--- src/rtl/cbr_pkg.sv ---
`timescale 1ns/1ps
package cbr_pkg;
  localparam int XLEN   = 32;
  localparam int DISP_W = 20;
  localparam int IMM_W  = 12;
  localparam int RIDX_W = 4;

  typedef enum logic [2:0] {
    RC_EQ  = 3'd0,
    RC_NE  = 3'd1,
    RC_LT  = 3'd2,
    RC_LE  = 3'd3,
    RC_GT  = 3'd4,
    RC_GE  = 3'd5,
    RC_NV0 = 3'd6,
    RC_NV1 = 3'd7
  } rel_cond_e;
endpackage

--- src/rtl/cbr_opnd_sel.sv ---
`timescale 1ns/1ps
module cbr_opnd_sel #(
  parameter int W = 32,
  parameter int K_W = 12,
  parameter bit ALLOW_IMM = 1'b0
) (
  input  logic [W-1:0]   reg_val,
  input  logic [W-1:0]   fwd_val,
  input  logic           use_fwd,
  input  logic           use_k,
  input  logic [K_W-1:0] k_val,
  output logic [W-1:0]   opnd
);
  localparam int PAD = W - K_W;
  logic [W-1:0] k_ext;
  assign k_ext = {{PAD{1'b0}}, k_val};

  generate
    if (ALLOW_IMM) begin : g_imm
      always_comb begin
        if (use_k)        opnd = k_ext;
        else if (use_fwd) opnd = fwd_val;
        else              opnd = reg_val;
      end
    end else begin : g_reg
      always_comb opnd = use_fwd ? fwd_val : reg_val;
    end
  endgenerate
endmodule

--- src/rtl/cbr_cmp.sv ---
`timescale 1ns/1ps
module cbr_cmp
  import cbr_pkg::*;
#(
  parameter int W = 32
) (
  input  rel_cond_e    cond,
  input  logic [W-1:0] a,
  input  logic [W-1:0] b,
  output logic         taken
);
  logic eq, lt;
  assign eq = (a == b);
  assign lt = ($signed(a) < $signed(b));

  always_comb begin
    unique case (cond)
      RC_EQ:   taken = eq;
      RC_NE:   taken = !eq;
      RC_LT:   taken = lt;
      RC_LE:   taken = lt || eq;
      RC_GT:   taken = !(lt || eq);
      RC_GE:   taken = !lt;
      default: taken = 1'b0;
    endcase
  end
endmodule

--- src/rtl/cbr_target.sv ---
`timescale 1ns/1ps
module cbr_target #(
  parameter int W = 32,
  parameter int D_W = 20
) (
  input  logic [W-1:0]   pc,
  input  logic [D_W-1:0] disp,
  output logic [W-1:0]   tgt,
  output logic [W-1:0]   seq
);
  localparam int EXT = W - D_W - 2;
  logic [W-1:0] off;
  assign off = {{EXT{disp[D_W-1]}}, disp, 2'b00};
  assign tgt = pc + off;
  assign seq = pc + W'(4);
endmodule

--- src/rtl/cbr_hazard.sv ---
`timescale 1ns/1ps
module cbr_hazard #(
  parameter int RW = 4
) (
  input  logic          clk,
  input  logic          rst,
  input  logic          dec_valid,
  input  logic [RW-1:0] dec_src_a,
  input  logic [RW-1:0] dec_src_b,
  input  logic          dec_imm,
  input  logic          ex_ld_valid,
  input  logic [RW-1:0] ex_ld_rd,
  output logic          stall
);
  logic hit_a, hit_b;
  assign hit_a = (ex_ld_rd == dec_src_a);
  assign hit_b = (ex_ld_rd == dec_src_b) && !dec_imm;
  assign stall = dec_valid && ex_ld_valid && (hit_a || hit_b);

  AST_STALL_NEEDS_LOAD: assert property (@(posedge clk) disable iff (rst)
    stall |-> (ex_ld_valid && dec_valid));
  AST_IMM_SRCB_IGNORED: assert property (@(posedge clk) disable iff (rst)
    (stall && dec_imm) |-> (ex_ld_rd == dec_src_a));
endmodule

--- src/rtl/cbr_exec_unit.sv ---
`timescale 1ns/1ps
module cbr_exec_unit
  import cbr_pkg::*;
#(
  parameter int W = XLEN,
  parameter int D_W = DISP_W,
  parameter int K_W = IMM_W,
  parameter int RW = RIDX_W
) (
  input  logic           clk,
  input  logic           rst,
  input  logic           in_valid,
  input  logic [W-1:0]   in_pc,
  input  logic [2:0]     in_cond,
  input  logic           in_imm,
  input  logic [K_W-1:0] in_imm12,
  input  logic [D_W-1:0] in_disp,
  input  logic           in_pred_taken,
  input  logic [W-1:0]   in_opa,
  input  logic [W-1:0]   in_opb,
  input  logic           in_fwd_a,
  input  logic           in_fwd_b,
  input  logic [W-1:0]   mem_ld_data,
  input  logic           dec_valid,
  input  logic [RW-1:0]  dec_src_a,
  input  logic [RW-1:0]  dec_src_b,
  input  logic           dec_imm,
  input  logic           ex_ld_valid,
  input  logic [RW-1:0]  ex_ld_rd,
  output logic           dec_stall,
  output logic           flush,
  output logic [W-1:0]   redirect_pc,
  output logic           upd_valid,
  output logic           upd_taken,
  output logic [W-1:0]   upd_pc
);
  localparam int NOPND = 2;

  logic [W-1:0] reg_v [NOPND];
  logic         fwd_v [NOPND];
  logic [W-1:0] opnd  [NOPND];

  assign reg_v[0] = in_opa;
  assign reg_v[1] = in_opb;
  assign fwd_v[0] = in_fwd_a;
  assign fwd_v[1] = in_fwd_b;

  for (genvar i = 0; i < NOPND; i++) begin : g_opnd
    cbr_opnd_sel #(.W(W), .K_W(K_W), .ALLOW_IMM(i == 1)) u_sel (
      .reg_val(reg_v[i]),
      .fwd_val(mem_ld_data),
      .use_fwd(fwd_v[i]),
      .use_k  (in_imm),
      .k_val  (in_imm12),
      .opnd   (opnd[i])
    );
  end

  logic taken;
  cbr_cmp #(.W(W)) u_cmp (
    .cond (rel_cond_e'(in_cond)),
    .a    (opnd[0]),
    .b    (opnd[1]),
    .taken(taken)
  );

  logic [W-1:0] tgt, seq;
  cbr_target #(.W(W), .D_W(D_W)) u_tgt (
    .pc  (in_pc),
    .disp(in_disp),
    .tgt (tgt),
    .seq (seq)
  );

  cbr_hazard #(.RW(RW)) u_haz (
    .clk        (clk),
    .rst        (rst),
    .dec_valid  (dec_valid),
    .dec_src_a  (dec_src_a),
    .dec_src_b  (dec_src_b),
    .dec_imm    (dec_imm),
    .ex_ld_valid(ex_ld_valid),
    .ex_ld_rd   (ex_ld_rd),
    .stall      (dec_stall)
  );

  always_ff @(posedge clk) begin
    if (rst) begin
      flush       <= 1'b0;
      redirect_pc <= '0;
      upd_valid   <= 1'b0;
      upd_taken   <= 1'b0;
      upd_pc      <= '0;
    end else begin
      upd_valid <= in_valid;
      flush     <= in_valid && (taken != in_pred_taken);
      if (in_valid) begin
        upd_taken   <= taken;
        upd_pc      <= in_pc;
        redirect_pc <= taken ? tgt : seq;
      end
    end
  end

  AST_UPD_AFTER_VALID: assert property (@(posedge clk) disable iff (rst)
    in_valid |=> upd_valid);
  AST_QUIET_WHEN_IDLE: assert property (@(posedge clk) disable iff (rst)
    !in_valid |=> (!upd_valid && !flush));
  AST_FLUSH_ON_MISMATCH: assert property (@(posedge clk) disable iff (rst)
    in_valid |=> (flush == (upd_taken != $past(in_pred_taken))));
  AST_SEQ_REDIRECT: assert property (@(posedge clk) disable iff (rst)
    (flush && !upd_taken) |-> (redirect_pc == upd_pc + W'(4)));
  AST_FLUSH_HAS_UPD: assert property (@(posedge clk) disable iff (rst)
    flush |-> upd_valid);
endmodule

--- config.mk ---
export PLATFORM = sky130hd
export DESIGN_NAME = cbr_exec_unit
export DESIGN_NICKNAME = d
export VERILOG_FILES = /design/src/rtl/cbr_pkg.sv /design/src/rtl/cbr_opnd_sel.sv /design/src/rtl/cbr_cmp.sv /design/src/rtl/cbr_target.sv /design/src/rtl/cbr_hazard.sv /design/src/rtl/cbr_exec_unit.sv
export SDC_FILE = /design/constraint.sdc
export NUM_CORES = 1
export LEC_CHECK = 0
export ABC_AREA = 1
export CAP_MARGIN = 20
export CORE_MARGIN = 5
export CORE_UTILIZATION = 30
export CTS_BUF_LIST = sky130_fd_sc_hd__clkbuf_4 sky130_fd_sc_hd__clkbuf_8
export CTS_CLUSTER_SIZE = 8
export DETAILED_ROUTE_END_ITERATION = 10
export SETUP_SLACK_MARGIN = 0.3
export SYNTH_ARGS = -nofsm -noshare
export SYNTH_HDL_FRONTEND = slang
export SYNTH_SLANG_ARGS = --single-unit
--- constraint.sdc ---
create_clock -name clk -period 8.2 [get_ports clk]
set_input_delay 2.05 -clock clk [delete_from_list [all_inputs] [get_ports clk]]
set_output_delay 2.05 -clock clk [all_outputs]
set_load 0.02 [all_outputs]
==> results of run 1 <==
## tightest hold or removal path, stage by stage (launching register included)
cell and delay, ps:
dfxtp_1 330, o211ai_1 80, inv_1 50
## through the flow
step	setup slack, ps	instance area [µm²]
after floorplan	1689	5872
after CTS	1094	8783
after detailed placement	714.2	8584
after global routing	529.4	8783
after global placement	889.7	8584
final	1053	8783
## power by group through the flow
| stage | Clock [mW] | Sequential (mW) | Combinational [mW] |
|---|---|---|---|
| after CTS | 0.301 | 0.368 | 0.670 |
| after detailed placement | 0 | 0.374 | 0.666 |
| after floorplan | 0 | 0.413 | 0.362 |
| final | 0.287 | 0.367 | 0.668 |
| after global routing | 0.316 | 0.372 | 0.745 |
| after global placement | 0 | 0.374 | 0.664 |
## logic make-up (layout without fill, tap and decap cells)
logic type	after synthesis	after routing	share of synthesized area, %
adder cells (fa/ha/maj)	62	62	13.34
XOR/XNOR	24	24	3.580
AO/OA/AOI/OAI	195	195	18.54
AND/OR/NAND/NOR	396	396	27.68
multiplexers	31	31	5.924
flip-flops	65	65	22.16
buffers and inverters	127	363	8.779
## final cells by class
class	count	area (µm²)	share of cell area, %
multi-input combinational	708	4055	46.17
timing repair buffer	258	2562	29.17
sequential	65	1301	14.81
inverter	89	334.1	3.803
tap	265	331.6	3.775
clock buffer	12	146.4	1.667
clock inverter	4	52.55	0.5983
## worst max path at each step
stage,to,slack (ps),cells past startpoint
after global placement,redirect_pc[28],890,30
after detailed placement,redirect_pc[28],710,30
after floorplan,redirect_pc[28],1690,31
after global routing,redirect_pc[28],530,36
final,redirect_pc[28],1050,30
after CTS,redirect_pc[28],1090,30
## flip-flops by register name (all words and copies together), names as in the netlist
signal,flops
upd_valid,1
upd_pc,30
flush,1
redirect_pc,32
upd_taken,1
## layout by cell type, fill, tap and decap left out, drive strengths merged, types with 2 or more instances in the layout
cell	instances
clkdlybuf4s50	251
nor2	198
nand2	130
o21ai	104
inv	90
dfxtp	65
ha	61
a21oi	55
nand3	50
mux2	30
xor2	15
clkbuf	12
xnor2	9
o211ai	9
buf	7
nand4	6
nor3	5
or2	5
a31oi	4
a21o	4
o211a	3
a211oi	3
o21a	3
o221ai	3
o21bai	3
nor4	2
a31o	2
clkinv	2
## per-layer routing
metal	vias up	GRT usage [%]	wire [µm]
li1	3437	-	-
met1	2988	26.12	10020
met2	190	30.43	9863
met3	24	4.573	1472
met4	0	4.620	422
met5	-	0	0
==> results.md, run 1 <==
* Initial Utilization at 30.27%
* Clock Tree Root: clkbuf_8
* Hold Crit Start: redirect_pc[21]
* Post-Syn Nets at 1147
* Vias at 6639
* Tightest Pin Transition at 887.0 ps
* Vias/cell at 4.739
* Pwr per Cell Area at 150.6 nW/µm²
* DRT Pass-1 Iters at 5
* R2R depth at 4
* Unrepaired setup endpoints after global routing: false
* Worst setup EP type: flop
* Clock slew at reported path FFs at 80 ps
* Kind of critical path: in -> reg
* # DRC at 0
* Max-slew violation count at 0
* Placed insts at 1385
* Max Clock Freq at 139.9 MHz
* Hold Crit Depth at 2
* R2R Path End: redirect_pc[22]
* Clk pwr share at 21.7%
* Setup TNS Final at 0 ps
* WHS at 481.6 ps
* Critical Path AT at 7460 ps
* HP Class: reg -> reg
* CTS Buffer Depth at 2
* Switch share at 39.46%
* VDD IR max at 77.96 µV
* Nets at 1378
* Later-pin clock latency in the skew report at 360 ps
* CP max stage delay at 450 ps
* # rows at 51
* Post-synth EDFFs at 0
* Cell Count, Final, Fillers Out at 1401
* Share of layout cells above drive strength 1 at 6.690%
* Placer Congestion at 0.9044
* Post-Syn Area per Cell at 6.524 µm²
* Fillers at 2053
* Routed wire length at 21780 µm
* Lkg Pwr at 3.945 nW
* Die span in y at 149.9 µm
* H-tree depth at 3
* GRT overflow at 0
* Max-cap violations at 0
* Yosys top cell area share at 22.16%
* Post-CTS setup buffer count at 0
* GRT Total Usage at 19.13%
* Worst-case hold path end point: redirect_pc[21]
* Synth Instances at 900
* Cell area after synthesis at 5872 µm²
* Yosys top cell by area: dfxtp_1
* Worst EP required at 8510 ps
* Tmin final at 7147 ps
* CTS Buf Count at 9
* Final clock period utilization by the worst path at 87.16%
* Die width at 149.9 µm
* Inserted Diodes at 0
* Hold-fix buffers, CTS at 0
* First-pass GRT wire length at 34270 µm
* DR iter-0 viols at 351
* Synthesis Warnings at 0
* Net Switching at 0.5220 mW
* IO buf count at 252
* Ports at 253
* Slowest-stage cell, CP: clkdlybuf4s50_1
* WL/cell at 15.55 µm
* Internal power at 0.8009 mW
* Final Setup Violations at 0
* R2r setup slk at 7400 ps
* Number of synthesized register bits at 65
* Seq/Total Area, Yosys at 22.16%
* Status: completed
* Worst rel slew slack at 40.78%
* CTS sink count at 65
* Sequential share of power at 27.8%
* Top cells by area, synth: dfxtp_1 (22%), ha_1 (13%), nor2_1 (12%), o21ai_0 (8.5%), nand2_1 (7.8%)
* Crit path max fanout at 33
* Crit path launch: in_fwd_a
* Tot Pwr at 1.323 mW
* # resized after CTS at 0
* DP HPWL at 17560 µm
* Async SR Flop Fraction at 0%
* Setup Skew at 0 ps
* Fin. Hold Viols at 0
* Core Area at 19400 µm²
* Die ar. at 22470 µm²
* Crit path max-delay family: simple AND/OR/NAND/NOR gates
* Area grow syn2layout at 49.58%
* Largest net degree at the start of global routing at 81
* Post-Route Utilization at 45.28%
* Most common cell in the synthesized netlist: nor2_1
* Post-synth cell types at 44
* Top FF cell, synth: dfxtp_1
* Commonest cells in the synthesized netlist: nor2_1 (195), nand2_1 (122), o21ai_0 (100)
* Initial antenna violation count at 0
* Combinational power share at 50.5%
* Setup crit start kind: primary input
* CTS tree: built
* WP buf/inv at 4
* Antenna Nets Post-Route at 0
* Vias in the first global route at 6490
* R2r startpoint: redirect_pc[22]
No activity file was read; power rests on OpenSTA's default activity.
==> run 2: changes to the inputs <==
--- a/config.mk
+++ b/config.mk
@@ -5,13 +5,12 @@
 export SDC_FILE = /design/constraint.sdc
 export NUM_CORES = 1
 export LEC_CHECK = 0
-export ABC_AREA = 1
 export CAP_MARGIN = 20
 export CORE_MARGIN = 5
-export CORE_UTILIZATION = 30
-export CTS_BUF_LIST = sky130_fd_sc_hd__clkbuf_4 sky130_fd_sc_hd__clkbuf_8
+export CORE_UTILIZATION = 43
 export CTS_CLUSTER_SIZE = 8
 export DETAILED_ROUTE_END_ITERATION = 10
+export PLACE_DENSITY = 0.82
 export SETUP_SLACK_MARGIN = 0.3
 export SYNTH_ARGS = -nofsm -noshare
 export SYNTH_HDL_FRONTEND = slang
==> run 2 against run 1 <==
Effect of this change: via count down 15%; combinational power is 22% lower; utilization is 21 points higher; first-iteration DRC count is 25% lower; largest cell class unchanged.
==> results.md, run 2 <==
* Yosys top cell area share at 22.82%
* Seq/Total Area, Yosys at 22.82%
* CTS Buffer Depth at 2
* Later-pin clock latency in the skew report at 320 ps
* Inserted Diodes at 0
* # DRC at 0
* # rows at 42
* Core Area at 13140 µm²
* HP Class: reg -> reg
* Pre-CTS setup slack at -11.95 ps
* Largest net degree at the start of global routing at 68
* Number of synthesized register bits at 65
* H-tree depth at 3
* Die ar. at 15660 µm²
* Post-Syn Nets at 910
* GRT overflow at 0
* Critical Path AT at 7780 ps
* Pwr per Cell Area at 141.8 nW/µm²
* GRT Total Usage at 22.20%
* Lkg Pwr at 3.734 nW
* Vias in the first global route at 5729
* Final Worst Setup Slack at 636.0 ps
* Synthesis Warnings at 0
* Share of layout cells above drive strength 1 at 10.61%
* First-pass GRT wire length at 28690 µm
* Tightest Pin Transition at 1013 ps
* Antenna Nets Post-Route at 0
* Final Setup Violations at 0
* Crit path max fanout at 44
* Fin. Hold Viols at 0
* Commonest cells in the synthesized netlist: mux2i_1 (83), nor2_1 (82), dfxtp_1 (65)
* Vias/cell at 5.245
* Die width at 125.2 µm
* Initial antenna violation count at 0
* Largest regs: redirect_pc (32), upd_pc (30)
* Worst rel slew slack at 32.45%
* Final Cell Area at 8715 µm²
* Setup crit start kind: primary input
* Nets at 1150
* DP Area at 8377 µm²
* Largest reg by FF count: redirect_pc
* Setup TNS Final at 0 ps
* Clock Tree Root: clkbuf_16
* Worst EP required at 8410 ps
* Commonest non-fill, non-tap cell in the layout: clkdlybuf4s50_1
* Post-synth cell types at 63
* DRT Pass-1 Iters at 6
* WL/cell at 17.01 µm
* VDD IR max at 156.2 µV
* Worst setup EP type: flop
* Most common cell in the synthesized netlist: mux2i_1
* Cell area after synthesis at 5702 µm²
* Ports at 253
* Placer Congestion at 0.9195
* Max-slew violation count at 0
* DR iter-0 viols at 264
* Clock slew at reported path FFs at 50 ps
* Post-Syn Area per Cell at 8.600 µm²
* Final clock period utilization by the worst path at 92.24%
* Synth Instances at 663
* Initial Utilization at 43.40%
* IO buf count at 252
* Area grow syn2layout at 52.84%
* Most frequent cells in the layout: clkdlybuf4s50_1 (248), mux2i_1 (83), nor2_1 (82), dfxtp_1 (65), ha_1 (61)
* Max-cap violations at 0
* DP HPWL at 14300 µm
* Status: completed
* Setup Skew at 0 ps
* Fillers at 1080
* Post-synth EDFFs at 0
* Yosys top cell by area: dfxtp_1
* Tmin final at 7564 ps
* Die span in y at 125.2 µm
* CTS Buf Count at 9
* Routed wire length at 18380 µm
* CTS sink count at 65
* Vias at 5670
* Top cells by area, synth: dfxtp_1 (23%), mux2i_1 (15%), ha_1 (13%), mux2_2 (6.1%), nor2_1 (5.4%)
* CTS tree: built
* Unrepaired setup endpoints after global routing: false
* Top FF cell, synth: dfxtp_1
* Max Clock Freq at 132.2 MHz
* Kind of critical path: in -> reg
* Async SR Flop Fraction at 0%
* Max reg flops at 32
-- run 2: critical path, stage by stage --
cell,delay (ps)
clkdlybuf4s50_1,510
buf_12,210
nor2_1,70
a21oi_1,170
ha_1,270
nor2b_1,130
o211ai_1,150
a21boi_0,90
or4b_1,540
a221oi_4,350
o22ai_1,150
a22oi_2,250
buf_12,190
nor2b_1,60
ha_1,360
o21ai_0,180
a2111oi_2,360
and3b_2,270
o2111ai_2,160
a31o_1,260
a21o_1,170
a21boi_2,140
mux2_1,330
a311o_1,320
-- run 2: stage by stage --
stage | power (mW) | std cells | hold WS [ps] | util (%)
global placement | 0.8754 | 1066 | 436.2 | 63.76
floorplan | 0.6662 | 663 | 533.5 | -
detailed placement | 0.8810 | 1066 | 446.4 | 63.76
global route | 1.309 | 1081 | 498.4 | 66.33
CTS | 1.239 | 1079 | 457.6 | 65.89
finish | 1.236 | 1081 | 451.3 | 66.33
-- run 2: per-layer routing --
layer / vias to the layer above / wire length [µm] / global-route usage, % / part of all wire, %
li1: 2876 / - / - / -
met5: - / 0 / 0 / 0
met2: 178 / 9180 / 39.89 / 50
met4: 0 / 192 / 5.293 / 1.0
met3: 18 / 1363 / 7.377 / 7.4
met1: 2598 / 7646 / 25.48 / 42
-- run 2: worst paths after layout --
check	startpoint	end	slack [ps]	cells past startpoint
hold reg to reg	redirect_pc[23]	redirect_pc[23]	450	2
setup reg to reg	redirect_pc[26]	redirect_pc[26]	7330	2
setup / recovery	in_imm	redirect_pc[29]	640	24
hold / removal	redirect_pc[23]	redirect_pc[23]	450	2
-- run 2: logic make-up (layout without fill, tap and decap cells) --
group | after synthesis | count (layout) | synth area share, %
compound gates | 128 | 128 | 15.10
xor+xnor | 32 | 32 | 4.916
flops | 65 | 65 | 22.82
simple gates | 209 | 209 | 18.61
fa+ha+maj | 62 | 62 | 13.74
buf+inv | 52 | 294 | 3.928
mux | 115 | 115 | 20.89
-- run 2: repair_timing --
item | CTS | global route
hold buffers | 0 | 0
gates cloned | 0 | 1
buffers inserted | 0 | 1
resized for setup | 1 | 7
endpoints found under the setup margin | 1 | 6
pin swaps | 0 | 2
-- run 2: power by group --
part | total (mW) | switching, mW | internal [mW]
clock | 0.351 | 0.127 | 0.224
sequential | 0.361 | 0.0150 | 0.346
combinational | 0.524 | 0.247 | 0.277
-- run 2: final cells by class --
class	count	area, µm²	share of cell area (%)
Clock buffer	13	270.3	3.101
Inverter	19	71.32	0.8184
Multi-Input combinational cell	546	4209	48.30
Sequential cell	65	1301	14.93
Tap cell	176	220.2	2.527
Timing Repair Buffer	262	2643	30.32
